===== src/rtl/burst_seq_pkg.sv =====
package burst_seq_pkg;
  localparam int NWIN = 3;

  typedef enum logic [2:0] {
    ST_IDLE = 3'd0,
    ST_PRE  = 3'd1,
    ST_FON  = 3'd2,
    ST_FOFF = 3'd3,
    ST_DONE = 3'd4
  } seq_state_t;

  localparam logic [1:0] PH_PRE  = 2'd0;
  localparam logic [1:0] PH_FON  = 2'd1;
  localparam logic [1:0] PH_FOFF = 2'd2;
  localparam logic [1:0] PH_NONE = 2'd3;

  function automatic seq_state_t win_state(input logic [1:0] idx);
    case (idx)
      2'd0:    return ST_PRE;
      2'd1:    return ST_FON;
      default: return ST_FOFF;
    endcase
  endfunction
endpackage


===== src/rtl/bfs_len_latch.sv =====
module bfs_len_latch
  import burst_seq_pkg::*;
#(
  parameter int CNT_W = 12
) (
  input  logic                       clk,
  input  logic                       rst_n,
  input  logic                       load_i,
  input  logic [NWIN-1:0][CNT_W-1:0] len_i,
  output logic [NWIN-1:0][CNT_W-1:0] len_q,
  output logic [NWIN-1:0]            nz_q
);
  for (genvar g = 0; g < NWIN; g++) begin : g_lane
    always_ff @(posedge clk or negedge rst_n) begin
      if (!rst_n)      len_q[g] <= '0;
      else if (load_i) len_q[g] <= len_i[g];
    end
    assign nz_q[g] = |len_q[g];
  end

  // latched lengths move only on an accepted start
  p_hold_lengths_r8: assert property (@(posedge clk) disable iff (!rst_n)
    !load_i |=> $stable(len_q));
endmodule


===== src/rtl/bfs_window_ctr.sv =====
module bfs_window_ctr #(
  parameter int CNT_W = 12
) (
  input  logic             clk,
  input  logic             rst_n,
  input  logic             load_i,
  input  logic [CNT_W-1:0] load_val_i,
  input  logic             dec_i,
  output logic             last_o
);
  logic [CNT_W-1:0] remain_q;

  always_ff @(posedge clk or negedge rst_n) begin
    if (!rst_n)      remain_q <= '0;
    else if (load_i) remain_q <= load_val_i;
    else if (dec_i)  remain_q <= remain_q - 1'b1;
  end

  assign last_o = (remain_q == CNT_W'(1));

  // a window never counts past its end
  p_no_underflow_r6: assert property (@(posedge clk) disable iff (!rst_n)
    dec_i |-> (remain_q > CNT_W'(1)));
  // empty windows are never entered
  p_no_empty_load_r7: assert property (@(posedge clk) disable iff (!rst_n)
    load_i |-> (load_val_i != '0));
endmodule


===== src/rtl/bfs_ctrl.sv =====
module bfs_ctrl
  import burst_seq_pkg::*;
#(
  parameter int CNT_W = 12
) (
  input  logic                       clk,
  input  logic                       rst_n,
  input  logic                       start_i,
  input  logic                       ready_i,
  input  logic [NWIN-1:0][CNT_W-1:0] raw_len_i,
  input  logic [NWIN-1:0][CNT_W-1:0] lat_len_i,
  input  logic [NWIN-1:0]            lat_nz_i,
  input  logic                       ctr_last_i,
  output logic                       latch_o,
  output logic                       ctr_load_o,
  output logic [CNT_W-1:0]           ctr_val_o,
  output logic                       ctr_dec_o,
  output seq_state_t                 state_o,
  output logic                       ovf_o
);
  seq_state_t state_q, state_d;
  logic       ovf_q, ovf_set, ovf_clr;
  logic [NWIN-1:0] raw_nz;
  logic       is_write;
  logic [2:0] pick;

  for (genvar g = 0; g < NWIN; g++) begin : g_nz
    assign raw_nz[g] = |raw_len_i[g];
  end

  // returns {found, index} of the first nonempty window after 'after'
  function automatic logic [2:0] next_win(input logic [NWIN-1:0] nz, input int after);
    logic [2:0] r;
    r = 3'b000;
    for (int i = NWIN - 1; i >= 0; i--) begin
      if (i > after && nz[i]) r = {1'b1, 2'(i)};
    end
    return r;
  endfunction

  assign is_write = (state_q == ST_PRE) || (state_q == ST_FON) || (state_q == ST_FOFF);

  always_comb begin
    state_d    = state_q;
    latch_o    = 1'b0;
    ctr_load_o = 1'b0;
    ctr_val_o  = '0;
    ctr_dec_o  = 1'b0;
    ovf_set    = 1'b0;
    ovf_clr    = 1'b0;
    pick       = 3'b000;
    case (state_q)
      ST_IDLE: begin
        if (start_i) begin
          latch_o = 1'b1;
          ovf_clr = 1'b1;
          pick    = next_win(raw_nz, -1);
          if (pick[2]) begin
            state_d    = win_state(pick[1:0]);
            ctr_load_o = 1'b1;
            ctr_val_o  = raw_len_i[pick[1:0]];
          end else begin
            state_d = ST_DONE;
          end
        end
      end
      ST_PRE, ST_FON, ST_FOFF: begin
        if (!ready_i) begin
          ovf_set = 1'b1;
          state_d = ST_DONE;
        end else if (ctr_last_i) begin
          pick = next_win(lat_nz_i, int'(state_q) - 1);
          if (pick[2]) begin
            state_d    = win_state(pick[1:0]);
            ctr_load_o = 1'b1;
            ctr_val_o  = lat_len_i[pick[1:0]];
          end else begin
            state_d = ST_DONE;
          end
        end else begin
          ctr_dec_o = 1'b1;
        end
      end
      ST_DONE: state_d = ST_IDLE;
      default: state_d = ST_IDLE;
    endcase
  end

  always_ff @(posedge clk or negedge rst_n) begin
    if (!rst_n) begin
      state_q <= ST_IDLE;
      ovf_q   <= 1'b0;
    end else begin
      state_q <= state_d;
      if (ovf_clr)      ovf_q <= 1'b0;
      else if (ovf_set) ovf_q <= 1'b1;
    end
  end

  assign state_o = state_q;
  assign ovf_o   = ovf_q;

  // a refused sample aborts the burst with overflow flagged
  p_abort_on_stall_r10: assert property (@(posedge clk) disable iff (!rst_n)
    (is_write && !ready_i) |=> (state_q == ST_DONE && ovf_q));
  // completion lasts one cycle
  p_done_pulse_r6: assert property (@(posedge clk) disable iff (!rst_n)
    (state_q == ST_DONE) |=> (state_q == ST_IDLE));
  // an accepted start clears overflow
  p_clear_on_start_r11: assert property (@(posedge clk) disable iff (!rst_n)
    (state_q == ST_IDLE && start_i) |=> !ovf_q);
  // mid-window, start has no effect on the state
  p_ignore_start_r9: assert property (@(posedge clk) disable iff (!rst_n)
    (is_write && ready_i && !ctr_last_i) |=> $stable(state_q));
  // start with work to do enters a write window
  p_start_enters_r2: assert property (@(posedge clk) disable iff (!rst_n)
    (state_q == ST_IDLE && start_i && (|raw_nz)) |=>
      (state_q == ST_PRE || state_q == ST_FON || state_q == ST_FOFF));
endmodule


===== src/rtl/bfs_out_dec.sv =====
module bfs_out_dec
  import burst_seq_pkg::*;
(
  input  seq_state_t state_i,
  output logic       valid_o,
  output logic [1:0] phase_o,
  output logic       fault_o,
  output logic       busy_o,
  output logic       done_o
);
  always_comb begin
    valid_o = 1'b0;
    phase_o = PH_NONE;
    fault_o = 1'b0;
    done_o  = 1'b0;
    case (state_i)
      ST_PRE:  begin valid_o = 1'b1; phase_o = PH_PRE; end
      ST_FON:  begin valid_o = 1'b1; phase_o = PH_FON; fault_o = 1'b1; end
      ST_FOFF: begin valid_o = 1'b1; phase_o = PH_FOFF; end
      ST_DONE: done_o = 1'b1;
      default: ;
    endcase
    busy_o = valid_o;
  end
endmodule


===== src/rtl/burst_fault_seq.sv =====
module burst_fault_seq
  import burst_seq_pkg::*;
#(
  parameter int CNT_W = 12
) (
  input  logic             clk,
  input  logic             rst_n,
  input  logic             start_i,
  input  logic [CNT_W-1:0] pre_len_i,
  input  logic [CNT_W-1:0] on_len_i,
  input  logic [CNT_W-1:0] off_len_i,
  input  logic             cap_ready_i,
  output logic             cap_valid_o,
  output logic [1:0]       cap_phase_o,
  output logic             fault_o,
  output logic             busy_o,
  output logic             done_o,
  output logic             overflow_o
);
  logic [NWIN-1:0][CNT_W-1:0] len_in, len_q;
  logic [NWIN-1:0]            nz_q;
  logic                       latch, ctr_load, ctr_dec, ctr_last;
  logic [CNT_W-1:0]           ctr_val;
  seq_state_t                 state;

  assign len_in = {off_len_i, on_len_i, pre_len_i};

  bfs_len_latch #(.CNT_W(CNT_W)) u_lens (
    .clk(clk), .rst_n(rst_n), .load_i(latch),
    .len_i(len_in), .len_q(len_q), .nz_q(nz_q)
  );

  bfs_window_ctr #(.CNT_W(CNT_W)) u_ctr (
    .clk(clk), .rst_n(rst_n), .load_i(ctr_load),
    .load_val_i(ctr_val), .dec_i(ctr_dec), .last_o(ctr_last)
  );

  bfs_ctrl #(.CNT_W(CNT_W)) u_ctrl (
    .clk(clk), .rst_n(rst_n), .start_i(start_i), .ready_i(cap_ready_i),
    .raw_len_i(len_in), .lat_len_i(len_q), .lat_nz_i(nz_q),
    .ctr_last_i(ctr_last), .latch_o(latch), .ctr_load_o(ctr_load),
    .ctr_val_o(ctr_val), .ctr_dec_o(ctr_dec), .state_o(state), .ovf_o(overflow_o)
  );

  bfs_out_dec u_dec (
    .state_i(state), .valid_o(cap_valid_o), .phase_o(cap_phase_o),
    .fault_o(fault_o), .busy_o(busy_o), .done_o(done_o)
  );

  // the fault drive only acts inside a write burst
  p_fault_needs_valid_r12: assert property (@(posedge clk) disable iff (!rst_n)
    fault_o |-> cap_valid_o);
  // running and completing are exclusive
  p_status_excl_r6: assert property (@(posedge clk) disable iff (!rst_n)
    $onehot0({busy_o, done_o}));
  // after a refused sample, the fault drive is released
  p_fault_released_r10: assert property (@(posedge clk) disable iff (!rst_n)
    (cap_valid_o && !cap_ready_i) |=> (!fault_o && !cap_valid_o && done_o));
endmodule


===== config.mk =====
export PLATFORM = sky130hd
export DESIGN_NAME = burst_fault_seq
export DESIGN_NICKNAME = d
export VERILOG_FILES = /design/src/rtl/burst_seq_pkg.sv /design/src/rtl/bfs_len_latch.sv /design/src/rtl/bfs_window_ctr.sv /design/src/rtl/bfs_ctrl.sv /design/src/rtl/bfs_out_dec.sv /design/src/rtl/burst_fault_seq.sv
export SDC_FILE = /design/constraint.sdc
export NUM_CORES = 1
export LEC_CHECK = 0
export ABC_AREA = 1
export BUFFER_PORTS_ARGS = -buffer_cell sky130_fd_sc_hd__buf_2
export CORE_MARGIN = 8
export CORE_UTILIZATION = 32
export CTS_CLUSTER_DIAMETER = 80
export DETAILED_ROUTE_END_ITERATION = 12
export PLACE_DENSITY = 0.51
export SYNTH_ARGS = -nofsm -noshare
export SYNTH_HDL_FRONTEND = slang
export SYNTH_SLANG_ARGS = --single-unit

===== constraint.sdc =====
create_clock -name clk -period 2.05 [get_ports clk]
set_input_delay 0.615 -clock clk [delete_from_list [all_inputs] [get_ports clk]]
set_output_delay 0.615 -clock clk [all_outputs]
set_load 0.1 [all_outputs]

After elaboration in Yosys (flattened, before gate mapping)

Cells that the tools add are included.

Register bits: 52
Logic and storage cells: 88
Input bits: 40

$lt $le $gt $ge: 5
Eq/ne operators: 9
Reductions and logical operators: 16
Mux-type cells: 50
Add/sub/neg operators: 2

Operators with widths:

| operator                | number |
|---|---|
| $mux W12                | 9 |
| $reduce_or A12 Y1       | 6 |
| $bmux W12 S2            | 2 |
| $mux W3                 | 16 |
| $gt A1 B32 Y1 const A   | 1 |
| $gt A2 B32 Y1 const A   | 1 |
| $gt A3 B32 Y1 const A   | 1 |
| $pmux W12 S2            | 1 |
| $mux W1                 | 17 |
| $eq A12 B1 Y1 const B   | 1 |
| $sub A12 B1 Y12 const B | 1 |
| $pmux W2 S2             | 2 |
| $eq A3 B2 Y1 const B    | 2 |
| $lt A2 B3 Y1 const B    | 2 |
| $pmux W2 S3             | 1 |
| $pmux W3 S2             | 1 |
| $eq A2 B1 Y1 const B    | 2 |
| $logic_not A2 Y1        | 2 |
| $reduce_bool A2 Y1      | 2 |
| $sub A3 B1 Y4 const B   | 1 |
| $eq A3 B1 Y1 const B    | 1 |
| $eq A3 B3 Y1 const B    | 1 |
| $logic_and A1 B1 Y1     | 3 |
| $logic_not A3 Y1        | 1 |
| other kinds (5)         | 5 |

Longest topological paths before layout

Gate-level depths: netlist (run 1).

Depth after elaboration: 16
Mapped depth: 16
Mapped depth without buffers: 15

By module

A second synthesis (run 1) with hierarchy kept.

Cells, all modules: 569
Area total of the unflattened synthesis: 3,883.7 µm²

By module, submodules not included:

| module         | times used | seq. area each (µm²) | area each (µm²) | cells each |
|---|---|---|---|---|
| bfs_len_latch  | 1          | 900.9                | 1,659.1         | 185 |
| bfs_ctrl       | 1          | 100.1                | 1,343.8         | 262 |
| bfs_window_ctr | 1          | 300.3                | 825.8           | 110 |
| bfs_out_dec    | 1          | 0.0                  | 55.1            | 12 |

Least setup slack after synthesis (run 1)

OpenSTA, ideal clock, no wires.

Path kind: register to output
Start point: register u_ctrl.state_q[0] (netlist: u_ctrl.state_o[0])
End point: output cap_phase_o[0]
Arrival: 2.880 ns
Cell stages (with the launch flop): 5
Path slack: -1.445 ns
Required time: 1.435 ns
Path through: dfrtp_1 inv_1 ha_1 inv_1 o21ai_0

Word-level cells in the longest chain between the ends: 2
Elaborated cells between the ends (all ways): 4
Classes of those cells: 3 x eq/ne; 1 x mux

RTL lines:

| element                                      | line                  | text |
|---|---|---|
| start, declared                              | bfs_ctrl.sv:21        | `seq_state_t state_q, state_d;` |
| start signal, assigned                       | bfs_ctrl.sv:94        | `state_q <= state_d;` |
| $eq A3 B2 Y1 or $eq A3 B1 Y1 (tied branches) | bfs_out_dec.sv:16     | `case (state_i)` |
| $pmux W2 S3 *                                | bfs_out_dec.sv:16     |  |
| end, declared                                | burst_fault_seq.sv:14 | `output logic [1:0] cap_phase_o,` |

Mark *: on every way between the ends. The rest lies on a longest branch, timed or not.

Final worst setup path (run 1)

Start point: register u_ctrl.state_q[0] (netlist: u_ctrl.state_o[0])
End point: output cap_valid_o

Word-level cells in the longest chain between the ends: 3
Elaborated cells between the ends (all ways): 5
Classes of those cells: 3 x eq/ne; 1 x mux; 1 x reduce/logical

RTL lines:

| element                                      | line                  | text |
|---|---|---|
| $eq A3 B2 Y1 or $eq A3 B1 Y1 (tied branches) | bfs_out_dec.sv:16     |  |
| $reduce_or A3 Y1 (no source line) *          | n/a                   |  |
| $mux W1 *                                    | bfs_out_dec.sv:16     |  |
| end, declared                                | burst_fault_seq.sv:13 | `output logic cap_valid_o,` |

Marks and branches as above.

==> impl_metrics.json, run 1 <==
{
  "cts-root-buf": "clkbuf_16",
  "cts_tree": "done",
  "slowest_stage": "dfrtp_1",
  "h-tree-depth": 2,
  "synthMuxAreaShare": 0,
  "synth_edf_count": 0,
  "postSynthAreaPerCell_um2": 6.60,
  "synth_top_family_by_area": "simple AND/OR/NAND/NOR gates",
  "synth_top_area_frac": 0.361,
  "cellPowerDensity_mw_per_mm2": 1790,
  "overflow": 0,
  "ys_warn_count": 0,
  "antenna_found_initial": 0,
  "cp.depth": 6,
  "path_clk_slew_ps": 70,
  "grt_max_degree": 53,
  "fin_setup_tns_ps": -331,
  "synth_ff_type": "dfrtp_1",
  "required_ps": 1430,
  "die_y_um": 122,
  "r2r_cells": 16,
  "failed_checks": "setup timing",
  "r2r_start": "u_ctrl.state_o[1]",
  "core_area_mm2": 0.0109,
  "synth_area_mm2": 0.00360,
  "startpoint": "u_ctrl.state_o[0]",
  "grt_pass1_vias": 3836,
  "crit_path_start_kind": "flip-flop",
  "start_util": 0.330,
  "clock_path_buffers": 2,
  "synth_compound_area_frac": 0.0885,
  "drt_iter0_markers": 270,
  "fin_total_pwr_mw": 8.60,
  "syn_inst": 546,
  "slew_violations": 0,
  "clock-sinks": 52,
  "leakagePower_nw": 2.39,
  "syn_to_final_growth_pct": 33.0,
  "finalSetupViolations": 4,
  "max_stage_delay_ps": 420,
  "slew_headroom": 0.635,
  "ys_types": 36,
  "yosys.area_share.xor_xnor": 0.0146,
  "crit_buf_inv": 3,
  "drive_gt1_frac": 0.249,
  "first_pass_iters": 4,
  "gp_congestion": 0.873,
  "routed_wl_um": 11400,
  "status": "finished with violations",
  "rsz0062_at_grt": "yes",
  "synth_seq_cells": 52,
  "r2r_setup_slack_ps": 30,
  "hold_ws_ps": 301,
  "fin_ws_ps": -98.4,
  "synthesis.nets": 593,
  "synth-simple-area-share": 0.415,
  "vias": 3817,
  "crit_path_frequent_cell": "buf_6",
  "arrival_ps": 1530,
  "synthArstFlopShare": 1.00,
  "worstPathMaxFanout": 5,
  "die_w_um": 122,
  "synth_adder_area_share": 0.0243,
  "endpoint": "cap_valid_o",
  "place_hpwl_um": 9060,
  "worst-setup-path-type": "flip-flop to output port",
  "synthTopCellsByArea": "dfrtp_1 (36%), nand2_1 (17%), nand3_1 (10%)",
  "via_per_inst": 4.85,
  "diodes": 0,
  "grt_usage": 0.158,
  "worstReg2RegEnd": "u_ctr.remain_q[3]",
  "fin_crit_ps": 2150,
  "clock_skew_ps": 9.47,
  "max-vdd-ir-drop_v": 0.00156,
  "cpLargestDelayFamily": "buffers and inverters",
  "cts-buffers-inserted": 5,
  "hold_buffers": 0,
  "io_pins": 47,
  "postLayoutCoreUtil": 0.439,
  "pre_cts_slack_ps": -112,
  "hold_viol_final": 0,
  "end_kind": "output port",
  "num_rows": 38,
  "die_area_mm2": 0.0149,
  "worstSkewPairLatency_ps": 300,
  "wire_per_inst_um": 14.5,
  "ant_nets": 0,
  "ys_seq_area_frac": 0.361,
  "grt_pass1_wl_um": 18900,
  "post-route-period-util": 1.05,
  "yosysTopAreaCell": "dfrtp_1",
  "drc": 0,
  "maxCapViolations": 0,
  "fin_nets": 693,
  "min_path_type": "input pin to async pin",
  "worstPathCellList": "buf_6, ha_4, o21ai_4, nand2_4, buf_6, buf_12",
  "port-buffer-count": 46,
  "max_freq_ghz": 0.465,
  "worst_pin_slew_ps": 547
}
-- placed cells by master, fill, tap and decap left out, types with 8 or more instances in the layout --
cell type / netlist / final
buf_12: 0 / 8
nor2_1: 71 / 68
nand4_1: 11 / 11
nand2_1: 168 / 167
inv_1: 55 / 48
buf_2: 5 / 40
nand3_1: 72 / 71
dfrtp_1: 52 / 51
o21ai_0: 41 / 39
inv_2: 7 / 10
buf_4: 2 / 54
-- stage by stage --
step	std cells	area [um^2]
after floorplan	546	3640
after global placement	774	4500
after detailed placement	774	4500
after CTS	784	4700
after global routing	787	4800
final	787	4800
-- power breakdown --
| part | switching, mW | internal (mW) | leakage [nW] | total, mW |
|---|---|---|---|---|
| Clock | 0.383 | 0.488 | 0.0701 | 0.871 |
| Sequential | 0.433 | 1.55 | 0.639 | 1.98 |
| Combinational | 3.66 | 2.10 | 1.68 | 5.75 |
| Total | 4.47 | 4.13 | 2.39 | 8.60 |
-- layer usage --
| metal | vias to the layer above | GRT usage | routed length, um |
|---|---|---|---|
| met5 | - | 0 | 0 |
| met4 | 0 | 0.0320 | 89 |
| met3 | 6 | 0.0241 | 457 |
| met2 | 79 | 0.275 | 5530 |
| met1 | 1791 | 0.204 | 5330 |
| li1 | 1941 | - | - |
-- synthesized netlist by cell type (2+ instances only) --
master / instances
clkinv_1: 5
nand3_2: 3
nand4_1: 11
nor3_1: 4
o211ai_1: 4
dfrtp_1: 52
nor2_2: 3
ha_1: 7
nor2_1: 71
buf_4: 2
inv_2: 7
buf_6: 3
nand2_2: 4
xor2_1: 3
xnor2_1: 3
nand2_1: 168
nand3_1: 72
clkbuf_1: 6
o21ai_0: 41
buf_2: 5
nand2_4: 3
inv_1: 55
-- kinds of logic (layout without fill, tap and decap cells) --
| kind of cell | Yosys count | after routing |
|---|---|---|
| DFF | 52 | 52 |
| adders and majority gates | 7 | 7 |
| xor gates and xnor gates | 6 | 6 |
| and+or+nand+nor | 343 | 344 |
| buffers and inverters | 83 | 183 |
| AOI/OAI and AO/OA | 55 | 55 |
-- cell type report --
class                           count  area, um^2
Clock buffer                        7         143
Multi-Input combinational cell    412        2070
Inverter                           67         264
Tap cell                          140         175
Clock inverter                      1        7.51
Timing Repair Buffer              107         822
Fill cell                        1168        6140
Sequential cell                    52        1300
Timing Repair inverter              1        7.51
-- worst min-delay path by stage --
stage / start / endpoint
after global placement: u_ctrl.ovf_o / u_ctrl.ovf_o
after detailed placement: u_lens.len_q[26] / u_lens.len_q[26]
final: rst_n / u_ctrl.state_o[2]
after global routing: rst_n / u_lens.len_q[34]
after CTS: rst_n / u_ctr.remain_q[4]
after floorplan: rst_n / u_ctr.remain_q[0]
-- repair_timing --
| action | in CTS | in global routing |
|---|---|---|
| gates resized for setup | 9 | 22 |
| setup endpoints to repair | 6 | 19 |
| gates cloned | 0 | 2 |
| buffers inserted | 2 | 1 |
| pin swaps | 2 | 7 |
-- flip-flops by register name (all words and copies together) (netlist names) --
| signal | cells |
|---|---|
| u_ctrl.state_o | 3 |
| u_ctrl.ovf_o | 1 |
| u_ctr.remain_q | 12 |
| u_lens.len_q | 36 |
Note: power is estimated with default switching activity, not from simulation.
==> inputs of run 2 (changes only) <==
- ABC_AREA: 1 -> unset
- PLACE_DENSITY: 0.51 -> 0.52
- TNS_END_PERCENT: unset -> 1
==> run 2 against run 1 <==
Compared with the run above:
- the flow still finishes with violations (setup timing)
- cell count fell by 28%
- sequential power barely moved
- combinational power rose by 3%
- non-clock buffer count rose by 68
- sequential share of layout area rose by 0.25 points
- worst setup slack got worse by 220 ps
- via count fell by 21%
- first-iteration DRC count fell by 26%
- clock power fell by 34%
- power fell by 1.8%
- flip-flop and latch count did not move
- synthesized area fell by 16%
- largest power group unchanged
==> impl_metrics.json, run 2 <==
{
  "die_w_um": 113,
  "fin_ws_ps": -320,
  "p_int_mw": 4.76,
  "end_kind": "output port",
  "yosys.area_share.xor_xnor": 0.0319,
  "place_hpwl_um": 8690,
  "finalSetupViolations": 20,
  "drive_gt1_frac": 0.585,
  "synth_edf_count": 0,
  "gp_congestion": 0.861,
  "cts-root-buf": "clkbuf_8",
  "clock-sinks": 52,
  "grt_pass1_wl_um": 17300,
  "fin_setup_tns_ps": -3770,
  "antenna_found_initial": 0,
  "synthArstFlopShare": 1.00,
  "hold_viol_final": 0,
  "ys_types": 49,
  "start_util": 0.328,
  "status": "finished with violations",
  "hold_ws_ps": 254,
  "yosysTopAreaCell": "dfrtp_1",
  "grt_usage": 0.172,
  "clock_path_buffers": 2,
  "fin_total_pwr_mw": 8.45,
  "sequentialPowerShare": 0.231,
  "fillerInstances": 863,
  "via_per_inst": 5.33,
  "drc": 0,
  "leakagePower_nw": 2.17,
  "fin_nets": 502,
  "syn_to_final_growth_pct": 57.5,
  "h-tree-depth": 2,
  "synth_adder_area_share": 0.0290,
  "synth-simple-area-share": 0.164,
  "drt_iter0_markers": 201,
  "die_area_mm2": 0.0128,
  "crit_path_start_kind": "flip-flop",
  "required_ps": 1430,
  "slew_headroom": 0.657,
  "postSynthAreaPerCell_um2": 10.4,
  "diodes": 0,
  "arrival_ps": 1750,
  "path_clk_slew_ps": 100,
  "routed_wl_um": 10800,
  "max_freq_ghz": 0.422,
  "syn_inst": 291,
  "synth_area_mm2": 0.00302,
  "slew_violations": 0,
  "cts_tree": "done",
  "worstSkewPairLatency_ps": 310,
  "layout_commonest_cell": "buf_4",
  "synth_top_family_by_area": "compound AO/OA/AOI/OAI gates",
  "switchingPower_mw": 3.69,
  "p_comb_frac": 0.700,
  "clockPowerShare": 0.068,
  "final_cell_mix": "buf_4 (118), dfrtp_1 (50), buf_2 (40), mux2_2 (36), nand2_1 (19)",
  "largest_reg_flops": 36,
  "worst-setup-path-type": "flip-flop to output port",
  "failed_checks": "setup timing",
  "num_rows": 35,
  "clock_skew_ps": 8.03,
  "swShare": 0.437,
  "synthMuxAreaShare": 0.138,
  "synthesis.nets": 338,
  "io_pins": 47,
  "synthTopCellsByCount": "dfrtp_1 (52), mux2_2 (36), nand2_1 (19), nor2_1 (19), nor4_1 (18)",
  "ys_seq_area_frac": 0.431,
  "synth_compound_area_frac": 0.172,
  "ys_warn_count": 0,
  "wire_per_inst_um": 19.1,
  "synth_top_area_frac": 0.431,
  "synth_seq_cells": 52,
  "worst_pin_slew_ps": 513,
  "grt_pass1_vias": 3344,
  "maxCapViolations": 0,
  "fin_crit_ps": 2370,
  "port-buffer-count": 46,
  "worstPathMaxFanout": 5,
  "min_path_type": "input pin to async pin",
  "max_flop_register": "u_lens.len_q",
  "ant_nets": 0,
  "hold_buffers": 0,
  "cellPowerDensity_mw_per_mm2": 1780,
  "vias": 3017,
  "first_pass_iters": 4,
  "rsz0062_at_grt": "yes",
  "grt_max_degree": 39,
  "max-vdd-ir-drop_v": 0.00121,
  "die_y_um": 113,
  "overflow": 0,
  "yosysMostFrequentCell": "dfrtp_1",
  "synthTopCellsByArea": "dfrtp_1 (43%), mux2_2 (13%), nor4_1 (3.7%)",
  "cts-buffers-inserted": 5,
  "synth_ff_type": "dfrtp_1",
  "core_area_mm2": 0.00920,
  "post-route-period-util": 1.16
}
==> run 2: stage by stage <==
stage	worst slack (ps)	instances	utilization	area, um^2
after global routing	-382	566	0.517	4760
after global placement	-477	555	0.483	4440
after floorplan	-237	291	-	3090
after detailed placement	-599	555	0.483	4440
final	-320	566	0.517	4760
after CTS	-347	565	0.508	4670
==> run 2: power by group through the flow <==
stage	combinational, mW	clock [mW]	sequential (mW)
6_report	5.92	0.577	1.95
5_1_grt	6.32	0.628	2.02
4_1_cts	5.73	0.592	1.94
3_5_place_dp	5.37	0	1.94
3_3_place_gp	5.33	0	1.92
2_1_floorplan	2.88	0	1.97
==> run 2: final cells by class <==
class,instances,area [um^2],area share
Timing Repair Buffer,175,1360,0.286
Tap cell,111,139,0.0292
Clock buffer,6,72.6,0.0153
Inverter,6,22.5,0.00474
Clock inverter,1,5.00,0.00105
Sequential cell,52,1300,0.274
Multi-Input combinational cell,215,1850,0.390
==> run 2: cells by family after synthesis <==
| group | after synthesis |
|---|---|
| XOR/XNOR | 11 |
| AND/OR/NAND/NOR | 93 |
| adder cells (fa/ha/maj) | 7 |
| multiplexers | 37 |
| AO/OA/AOI/OAI | 67 |
| buffers and inverters | 24 |
| flip-flops | 52 |
==> run 2: timing repair <==
item                       CTS  global route
setup endpoints to repair   57            21
gates resized for setup     26            17
pin swaps                   11             6
setup buffers                3             1
==> run 2: final timing paths <==
kind	from	to	slack (ps)	cells past startpoint
min in group clk	u_ctrl.ovf_o	u_ctrl.ovf_o	510	1
worst max register to register	u_ctr.remain_q[6]	u_ctr.remain_q[11]	-290	6
worst min register to register	u_ctrl.ovf_o	u_ctrl.ovf_o	510	1
worst max-delay path	u_ctrl.state_o[0]	cap_phase_o[0]	-320	7
worst min-delay path	rst_n	u_lens.len_q[7]	250	1
max in group asynchronous	rst_n	u_lens.len_q[34]	1260	2
==> run 2: worst max-delay path, stage by stage, from the launching register on <==
cell     delay [ps]
dfrtp_2         460
buf_6           130
ha_4            150
buf_6           110
nor3_4          230
nor2_4          100
o21ai_4          80
buf_12          190
==> run 2: routing by layer <==
layer,wire length [um],track usage
met5,0,0
met4,371,0.0817
met3,422,0.0277
met2,5490,0.301
met1,4500,0.201
==> inputs of run 3 (changes only) <==
- PLACE_DENSITY: 0.52 -> 0.54
==> run 3 against run 2 <==
Compared with the run above:
- the run still ends with setup timing left
- flip-flop and latch count unchanged
- register-to-register slack about the same
- power up 3.6%
- combinational power up 2%
- largest power group unchanged
- critical endpoint unchanged
- worst setup slack worse by 3.3 ps
- clock skew down 2.0 ps
- cell area up 1.9%
- critical path depth up 1
- core utilization up 0.97 points
- clock-buffer cell count down 1
==> impl_metrics.json, run 3 (synthesized netlist as in run 2, its figures left out) <==
{
  "placed_area_mm2": 0.00444,
  "r2r_start": "u_ctrl.state_o[0]",
  "max-vdd-ir-drop_v": 0.00136,
  "required_ps": 1430,
  "grt_pass1_vias": 3266,
  "met2_length_um": 5250,
  "via_per_inst": 5.41,
  "largest_reg_flops": 36,
  "min_path_type": "input pin to async pin",
  "syn_to_final_growth_pct": 60.5,
  "clock_path_buffers": 2,
  "wl_met1_um": 4590,
  "overflow": 0,
  "port-buffer-count": 46,
  "ant_nets": 0,
  "fin_setup_tns_ps": -3790,
  "worst-setup-path-type": "flip-flop to output port",
  "post-route-period-util": 1.16,
  "slew_violations": 0,
  "cts-buffers-inserted": 5,
  "leakagePower_nw": 2.20,
  "start_util": 0.328,
  "vias": 3050,
  "die_y_um": 113,
  "gp_congestion": 0.907,
  "slew_headroom": 0.554,
  "wire_per_inst_um": 18.8,
  "worstSkewPairLatency_ps": 310,
  "h-tree-depth": 2,
  "fin_nets": 499,
  "grt_max_degree": 39,
  "drc": 0,
  "cellPowerDensity_mw_per_mm2": 1810,
  "failed_checks": "setup timing",
  "diodes": 0,
  "fin_ws_ps": -323,
  "dr_wl_met3_um": 514,
  "drive_gt1_frac": 0.589,
  "design_area_mm2": 0.00484,
  "die_w_um": 113,
  "io_pins": 47,
  "hold_ws_ps": 236,
  "rsz0062_at_grt": "yes",
  "arrival_ps": 1760,
  "worstPathMaxFanout": 4,
  "crit_path_start_kind": "flip-flop",
  "drt_iter0_markers": 131,
  "layout_commonest_cell": "buf_4",
  "r2r_cells": 9,
  "r2r_setup_slack_ps": -280,
  "antenna_found_initial": 0,
  "clock-sinks": 52,
  "status": "finished with violations",
  "first_pass_iters": 4,
  "final_cell_mix": "buf_4 (115), dfrtp_1 (50), buf_2 (40), mux2_2 (36), nand2_1 (19)",
  "fin_crit_ps": 2370,
  "pre_cts_slack_ps": -531,
  "core_area_mm2": 0.00920,
  "worstReg2RegEnd": "u_ctr.remain_q[1]",
  "clock_skew_ps": 6.06,
  "num_rows": 35,
  "end_kind": "output port",
  "hold_viol_final": 0,
  "maxCapViolations": 0,
  "cts-root-buf": "clkbuf_8",
  "grt_pass1_wl_um": 17300,
  "die_area_mm2": 0.0128,
  "path_clk_slew_ps": 100,
  "max_flop_register": "u_lens.len_q",
  "grt_usage": 0.171,
  "max_freq_ghz": 0.421,
  "routed_wl_um": 10600,
  "place_hpwl_um": 8410,
  "highest_layer": "met4",
  "worst_pin_slew_ps": 663,
  "cts_tree": "done",
  "finalSetupViolations": 21
}
run 3: area by class of cell:
type / instances / area [um^2]
fillers: 832 / 4350
inverters: 6 / 22.5
clock inverters: 3 / 46.3
multi-input cells: 215 / 1910
flip-flops and latches: 52 / 1300
clock buffers: 5 / 68.8
repair buffers: 172 / 1350
well taps: 111 / 139
run 3: how the worst max path moves through the flow:
stage                            startpoint           endpoint  depth (start not counted)
after floorplan           u_ctrl.state_o[0]     cap_phase_o[0]                          5
after global placement          on_len_i[6]  u_ctr.remain_q[8]                          9
after detailed placement        on_len_i[6]  u_ctr.remain_q[8]                          9
after CTS                 u_ctrl.state_o[0]     cap_phase_o[0]                          8
after global routing      u_ctrl.state_o[0]     cap_phase_o[0]                          8
final                     u_ctrl.state_o[0]     cap_phase_o[0]                          8
run 3: power by group:
group          switching [mW]  total [mW]  internal, mW  leakage, nW
registers               0.396        1.95          1.55        0.619
logic                    3.03        6.06          3.02         1.52
clock network           0.375       0.746         0.371       0.0600
total                    3.81        8.75          4.95         2.20
run 3: routing by layer:
metal | global-route usage | vias up
li1 | - | 1445
met1 | 0.213 | 1497
met2 | 0.292 | 90
met3 | 0.0304 | 18
met4 | 0.0542 | 0
met5 | 0 | -
run 3: repair_timing:
item,CTS,global route
buffers inserted,4,0
pin swaps,10,3
resized for setup,31,17
endpoints found under the setup margin,21,57
hold buffers,0,0
run 3: critical path, stage by stage (launching register included):
cell and delay (ps):
dfrtp_2 410, inv_2 50, buf_6 110, ha_4 160, buf_6 120, nor3_4 230
nor2_4 90, o21ai_4 80, buf_12 190
run 3: stage by stage:
stage	power, mW	utilization	std cells
final	8.75	0.527	564
after global routing	9.29	0.527	564
after CTS	8.51	0.516	564
after detailed placement	7.30	0.483	552
after global placement	7.25	0.483	552
after floorplan	4.85	-	291
